[config.mk]
export PLATFORM = sky130hd
export DESIGN_NAME = trk_angle_counter
export DESIGN_NICKNAME = d
export VERILOG_FILES = /design/src/rtl/trk_angle_pkg.sv /design/src/rtl/trk_step_decode.sv /design/src/rtl/trk_angle_next.sv /design/src/rtl/trk_quiet_timer.sv /design/src/rtl/trk_angle_counter.sv
export SDC_FILE = /design/constraint.sdc
export NUM_CORES = 1
export LEC_CHECK = 0
export ABC_CLOCK_PERIOD_IN_PS = 1800
export BUFFER_PORTS_ARGS = -buffer_cell sky130_fd_sc_hd__buf_2
export CAP_MARGIN = 10
export CORE_MARGIN = 2
export CORE_UTILIZATION = 35
export CTS_BUF_LIST = sky130_fd_sc_hd__clkbuf_4 sky130_fd_sc_hd__clkbuf_8
export DETAILED_ROUTE_END_ITERATION = 12
export PLACE_DENSITY = 0.63
export SYNTH_ARGS = -nofsm -noshare
export SYNTH_HDL_FRONTEND = slang
export SYNTH_SLANG_ARGS = --single-unit
[constraint.sdc]
create_clock -name clk -period 1.8 [get_ports clk]
set_clock_uncertainty 0.1 [all_clocks]
set_input_delay 0.36 -clock clk [delete_from_list [all_inputs] [get_ports clk]]
set_output_delay 0.36 -clock clk [all_outputs]
set_load 0.1 [all_outputs]
[src/rtl/trk_angle_pkg.sv]
package trk_angle_pkg;

    // Step requested for the current cycle
    typedef enum logic [1:0] {
        STEP_HOLD = 2'd0,
        STEP_UP   = 2'd1,
        STEP_DOWN = 2'd2
    } step_e;

endpackage

[src/rtl/trk_step_decode.sv]
module trk_step_decode
    import trk_angle_pkg::*;
(
    input  logic  pulse_en,
    input  logic  pulse_up,
    output step_e step
);

    always_comb begin
        if (!pulse_en) begin
            step = STEP_HOLD;
        end else if (pulse_up) begin
            step = STEP_UP;
        end else begin
            step = STEP_DOWN;
        end
    end

endmodule

[src/rtl/trk_angle_next.sv]
module trk_angle_next
    import trk_angle_pkg::*;
#(
    parameter int ANGLE_W = 12
) (
    input  logic [ANGLE_W-1:0] angle_q,
    input  step_e              step,
    output logic [ANGLE_W-1:0] angle_d
);

    localparam logic [ANGLE_W-1:0] ONE_LSB = {{(ANGLE_W-1){1'b0}}, 1'b1};

    // Modulo 2^ANGLE_W arithmetic: one revolution wraps naturally
    always_comb begin
        unique case (step)
            STEP_UP:   angle_d = angle_q + ONE_LSB;
            STEP_DOWN: angle_d = angle_q - ONE_LSB;
            default:   angle_d = angle_q;
        endcase
    end

endmodule

[src/rtl/trk_quiet_timer.sv]
module trk_quiet_timer
    import trk_angle_pkg::*;
#(
    parameter int LOCK_CYCLES = 4,
    parameter int QW          = $clog2(LOCK_CYCLES + 1)
) (
    input  logic [QW-1:0] quiet_q,
    input  step_e         step,
    output logic [QW-1:0] quiet_d,
    output logic          locked
);

    localparam logic [QW-1:0] QUIET_MAX = QW'(LOCK_CYCLES);

    assign locked = (quiet_q == QUIET_MAX);

    always_comb begin
        if (step != STEP_HOLD) begin
            quiet_d = '0;
        end else if (quiet_q == QUIET_MAX) begin
            quiet_d = quiet_q;
        end else begin
            quiet_d = quiet_q + QW'(1);
        end
    end

endmodule

[src/rtl/trk_angle_counter.sv]
module trk_angle_counter
    import trk_angle_pkg::*;
#(
    parameter int ANGLE_W     = 12,
    parameter int LOCK_CYCLES = 4
) (
    input  logic               clk,
    input  logic               rst_n,
    input  logic               pulse_en,
    input  logic               pulse_up,
    output logic [ANGLE_W-1:0] angle,
    output logic               locked
);

    localparam int QW = $clog2(LOCK_CYCLES + 1);

    typedef struct packed {
        logic [ANGLE_W-1:0] angle;
        logic [QW-1:0]      quiet;
    } trk_state_t;

    trk_state_t state_q;
    trk_state_t state_d;

    step_e              step;
    logic [ANGLE_W-1:0] angle_nx;
    logic [QW-1:0]      quiet_nx;
    logic               locked_w;

    trk_step_decode u_decode (
        .pulse_en (pulse_en),
        .pulse_up (pulse_up),
        .step     (step)
    );

    trk_angle_next #(
        .ANGLE_W (ANGLE_W)
    ) u_next (
        .angle_q (state_q.angle),
        .step    (step),
        .angle_d (angle_nx)
    );

    trk_quiet_timer #(
        .LOCK_CYCLES (LOCK_CYCLES),
        .QW          (QW)
    ) u_quiet (
        .quiet_q (state_q.quiet),
        .step    (step),
        .quiet_d (quiet_nx),
        .locked  (locked_w)
    );

    always_comb begin
        state_d       = state_q;
        state_d.angle = angle_nx;
        state_d.quiet = quiet_nx;
    end

    always_ff @(posedge clk or negedge rst_n) begin
        if (!rst_n) begin
            state_q <= '0;
        end else begin
            state_q <= state_d;
        end
    end

    assign angle  = state_q.angle;
    assign locked = locked_w;

endmodule

[Word level (Yosys, flattened, before mapping)]
Cells that the tools add are included.
Word-level totals
  output and inout bits: 13
  input port bits: 4
  logic and storage cells: 16
  bits in registers: 15
Cells by class
  $add $sub $neg: 3
  muxes and demuxes: 5
  eq/ne operators: 4
  reductions and logical operators: 2
Operator list (number)
  $pmux W12 S2: 1
  $add A12 B1 Y12 const B: 1
  $sub A12 B1 Y12 const B: 1
  $mux W3: 2
  $mux W2: 2
  $reduce_bool A2 Y1: 2
  $add A3 B1 Y3 const B: 1
  $eq A3 B3 Y1 const B: 1
  $eq A2 B1 Y1 const B: 1
  $eq A2 B2 Y1 const B: 1
  $ne A2 B1 Y1 const B: 1

[Logic depth before layout (Yosys ltp)]
  depth in word-level cells: 4
  mapped depth: 10
  mapped depth without buffers: 9

[By module]
A second synthesis with hierarchy kept.
Second synthesis, totals
  cells, all modules: 171
  area total of the unflattened synthesis: 1440.1 um^2
Modules (own cells, without submodules)
  trk_angle_next: cells each 130, area each 860.8 um^2, times used 1, seq. area each 0.0 um^2
  trk_angle_counter: cells each 27, area each 465.4 um^2, times used 1, seq. area each 375.4 um^2
  trk_quiet_timer: cells each 12, area each 97.6 um^2, times used 1, seq. area each 0.0 um^2
  trk_step_decode: cells each 2, area each 16.3 um^2, times used 1, seq. area each 0.0 um^2

[Worst setup path before layout]
No wires, ideal clock.
  path type: input-to-reg
  from: input pulse_en
  to: register state_q, in the netlist angle[11]
  buffers on the path: 2
  arrival time: 1.962 ns
  library setup time: 0.079 ns
  path slack: -0.341 ns
  required time: 1.621 ns
  stages: 9
  cells stage by stage: nor2b_1 -> clkbuf_1 -> inv_2 -> ha_1 -> buf_2 -> nand2_1 -> or4_4 -> o21ai_2 -> xor2_1
On the way
  longest elaborated chain between the ends: 3
  elaborated cells on any way between the ends: 5
  those cells by class: 2 x eq/ne; 2 x mux; 1 x reduce/logical
Ends and longest elaborated chain
  start, declared: line trk_angle_counter.sv:9  | input logic pulse_en,
  $mux W2 (*): line trk_step_decode.sv:10  | if (!pulse_en) begin
  $eq A2 B2 Y1 / $eq A2 B1 Y1 (equally long branches): line trk_angle_next.sv:15  | unique case (step)
  $pmux W12 S2 / $reduce_bool A2 Y1 (equally long branches)
  end signal, assigned: line trk_angle_counter.sv:64  | state_q <= state_d;
  end, declared: line trk_angle_counter.sv:22  | trk_state_t state_q;
Mark *: on every way between the ends. The rest lies on a longest branch, timed or not.
A chain may end at the register's enable or synchronous reset.

[Final worst setup path]
  from: register state_q, in the netlist angle[1]
  to: register state_q, in the netlist angle[11]
On the way
  longest elaborated chain between the ends: 2
  elaborated cells on any way between the ends: 3
  those cells by class: 2 x add/sub; 1 x mux
Ends and longest elaborated chain (line)
  $sub A12 B1 Y12 / $add A12 B1 Y12 (equally long branches): trk_angle_next.sv:17, trk_angle_next.sv:16
  $pmux W12 S2 (*): trk_angle_next.sv:15
Marks and branches as above.

==> impl_results.md <==
- Hold Startpoint: angle[11]
- Worst Hold Depth: 1
- Cell Area, Synth: just over 1000 sq um
- Synth top area share: 37.1%
- TNS Setup: 0 ns
- Final hold viol count: 0
- Synth area leader: dfrtp_1
- Synth Net Count: approximately 120
- Num CTS Buffers: 3
- Chip Height: just under 60 um
- Area growth, synth to finish: 29.9%
- Chip width: 57.8 um
- Fin crit share: 97.8%
- Layout cells sized above 1: 48.1%
- CP top delay family: simple AND/OR/NAND/NOR gates
- Outcome: complete, no violations
- Tightest Hold Check Type: flop to flop
- Endpoints failing setup: 0
- Xor/xnor share of the synthesized area: 11.2%
- Max-cap violations: 0
- Post-layout min period: 1.76 ns
- # port buffers: 16
- Drt wl/cell: 13.2 um
- CTS tree: yes
- Slowest CP cell: dfrtp_2
- DRC viols: 0
- CP max stage delay: approximately 0.45 ns
- Clock transition at path regs: 0.10 ns
- #FFs+latches synth: 15
- Crit-path cells: buf_12 > nor4_4 > nand2_2 > or4_4 > o21ai_2 > xor2_1
- Slew Limit Fails: 0
- Final nets: 144
- Die area: 3340 sq um
- Setup crit start kind: flop
- Register area share after synthesis: 37.1%
- IO Pins: 17
- Post-DRT Antenna Nets: 0
- Rows: 19
- Grt ovf: 0
- Vias in the first global route: 796
- Reg2reg start: angle[1]
- Root buffer cell: clkbuf_4
- Post-Synth Adder-Cell Area: 4.94%
- Vias per cell: 5.16
- Later-pin clock latency in the skew report: between 0.2 and 0.3 ns
- Max Freq: 0.568 GHz
- Clock sink total: 15
- H-tree depth: 1
- Syn. warnings: 0
- Global-route wire length before repair: 3510 um
- Multi-input gate area: 564 sq um
- Diodes inserted: 0
- Final Core Density: 47.7%
- Distinct cell type count after synthesis: 32
- Sequential cell area: 377 sq um
- Reg2Reg Capture Point: angle[11]
- FILL cells: 269
- Core area: between 2000 and 3000 sq um
- Synth top area cells: dfrtp_1 (37%), buf_4 (8.9%), xnor2_1 (6.9%), ha_1 (4.9%), xor2_1 (4.3%)
- GPL Wtd Cong: 0.788
- DPL Wire Length: roughly 1600 um
- WL final: around 2200 um
- Setup slack, reg-to-reg: 0.04 ns
- Hold EP: angle[11]
- Setup Crit Path Kind: flop to flop
- Initial Utilization: 36.7%
- Min Hold Slack: 0.359 ns
- Worst Max-Slew Pin Slew: roughly 0.48 ns
- Post-Synth Simple-Gate Area: a little under a quarter
- Largest family of logic cells by synthesized area: simple AND/OR/NAND/NOR gates
- Mux share of post-synthesis cell area: 1.11%
- Gate Count Post-Synth: 109
- Syn Area/Cell: 9.29 sq um
- Starting DRT DRC Count: 35
- Vias: 857
- Placed insts: 158
- Slew margin rel.: between 60% and 70%
- WP data arrival: about 1.9 ns
- Worst Path Buf+Inv: 1
- Kind of end point of the critical path: flop
- GR Util All Layers: between 10 and 15%
- Worst endpoint required time: between 1.5 and 2 ns
- RSZ-0062 raised after global routing: yes
- Compound-gate portion of the synthesized area: 7.66%
- Worst reg-to-reg path cell count: 6
- Largest net degree at the start of global routing: 16
- Initial antenna violation count: 0
- Post-Layout Cell Count: between 150 and 200
- Max Root-Sink Buffers: 2
- Worst-path fanout max: 3
- Drt pass-1 iters: 4
## metrics by stage
stage               cell area, sq um  setup slack, ns
floorplan                       1050           -0.170
global placement                1190           -0.233
detailed placement              1190           -0.286
CTS                             1240         0.000598
global route                    1320          -0.0507
finish                          1320           0.0400
## area by class of cell
cell class                 instances  share of cell area, %
clock buffer                       4                   2.28
timing repair buffer              38                   21.3
inverter                           6                   1.90
sequential                        15                   28.6
multi-input combinational         72                   42.9
tap                               31                   2.95
## how the worst max path moves through the flow
stage	startpoint	end	cells past startpoint	slack (ns)
5_1_grt	angle[1]	angle[11]	6	-0.05
4_1_cts	state_q[0]	locked	5	0.0006
6_report	angle[1]	angle[11]	6	0.04
3_3_place_gp	pulse_up	angle[8]	10	-0.23
2_1_floorplan	pulse_en	angle[11]	9	-0.17
3_5_place_dp	pulse_up	angle[8]	10	-0.29
## cells by family (layout without fill, tap and decap cells)
kind of cell / count (synthesis) / in the layout
adder cells (fa/ha/maj): 4 / 4
buffers and inverters: 22 / 48
AO/OA/AOI/OAI: 13 / 13
AND/OR/NAND/NOR: 41 / 41
flip-flops: 15 / 15
multiplexers: 1 / 1
XOR/XNOR: 13 / 13
## registers in the layout (all words and copies together), names as in the netlist
name,cells
angle,12
state_q,3
## worst reg2reg max path, delay by kind of cell (launching register included)
| family | cells | cell delay, ns |
|---|---|---|
| compound gates | 1 | 0.13 |
| xor+xnor | 1 | 0.14 |
| buf+inv | 1 | 0.14 |
| flops | 1 | 0.45 |
| simple gates | 3 | 0.74 |
## Yosys cell counts (all sizes together)
cell and instances:
a21boi 1, a21oi 2, a31oi 3, and2 1
and3 1, and4 1, buf 15, clkbuf 1
dfrtp 15, ha 4, inv 6, mux2 1
nand2 12, nand3 4, nand4 2, nor2 5
nor2b 1, nor3 6, nor3b 1, nor4 5
o21ai 6, o31ai 1, or3 1, or4 1
xnor2 8, xor2 5
## metal layers
metal	vias up	part of all wire, %	track usage [%]
li1	422	-	-
met1	413	43	17.1
met2	15	50	21.8
met3	7	3.3	2.90
met4	0	3.1	8.64
met5	-	0	0
## cells in the final DEF (no fill, tap or decap), types with 2 or more instances in the layout
cell type	n
buf_4	20
dfrtp_1	14
buf_2	13
xnor2_1	8
nand2_1	8
clkbuf_4	6
xor2_1	5
nand2_2	4
nor2_1	4
nor3_1	4
inv_1	3
nor4_1	3
nand3_1	3
a31oi_1	3
o21ai_0	3
inv_2	2
nand4_1	2
o21ai_1	2
nor3_2	2
a21oi_1	2
ha_4	2
buf_12	2
## what timing repair did
| item | CTS | global route |
|---|---|---|
| pin swaps | 0 | 1 |
| buffers inserted | 0 | 3 |
| endpoints found under the hold margin | 15 | 0 |
| hold buffers | 1 | 0 |
| endpoints found under the setup margin | 4 | 7 |
| gates resized for setup | 3 | 13 |
Power is not shown: default switching activity piles up to over one toggle a cycle in this logic, so the estimate is an artifact.
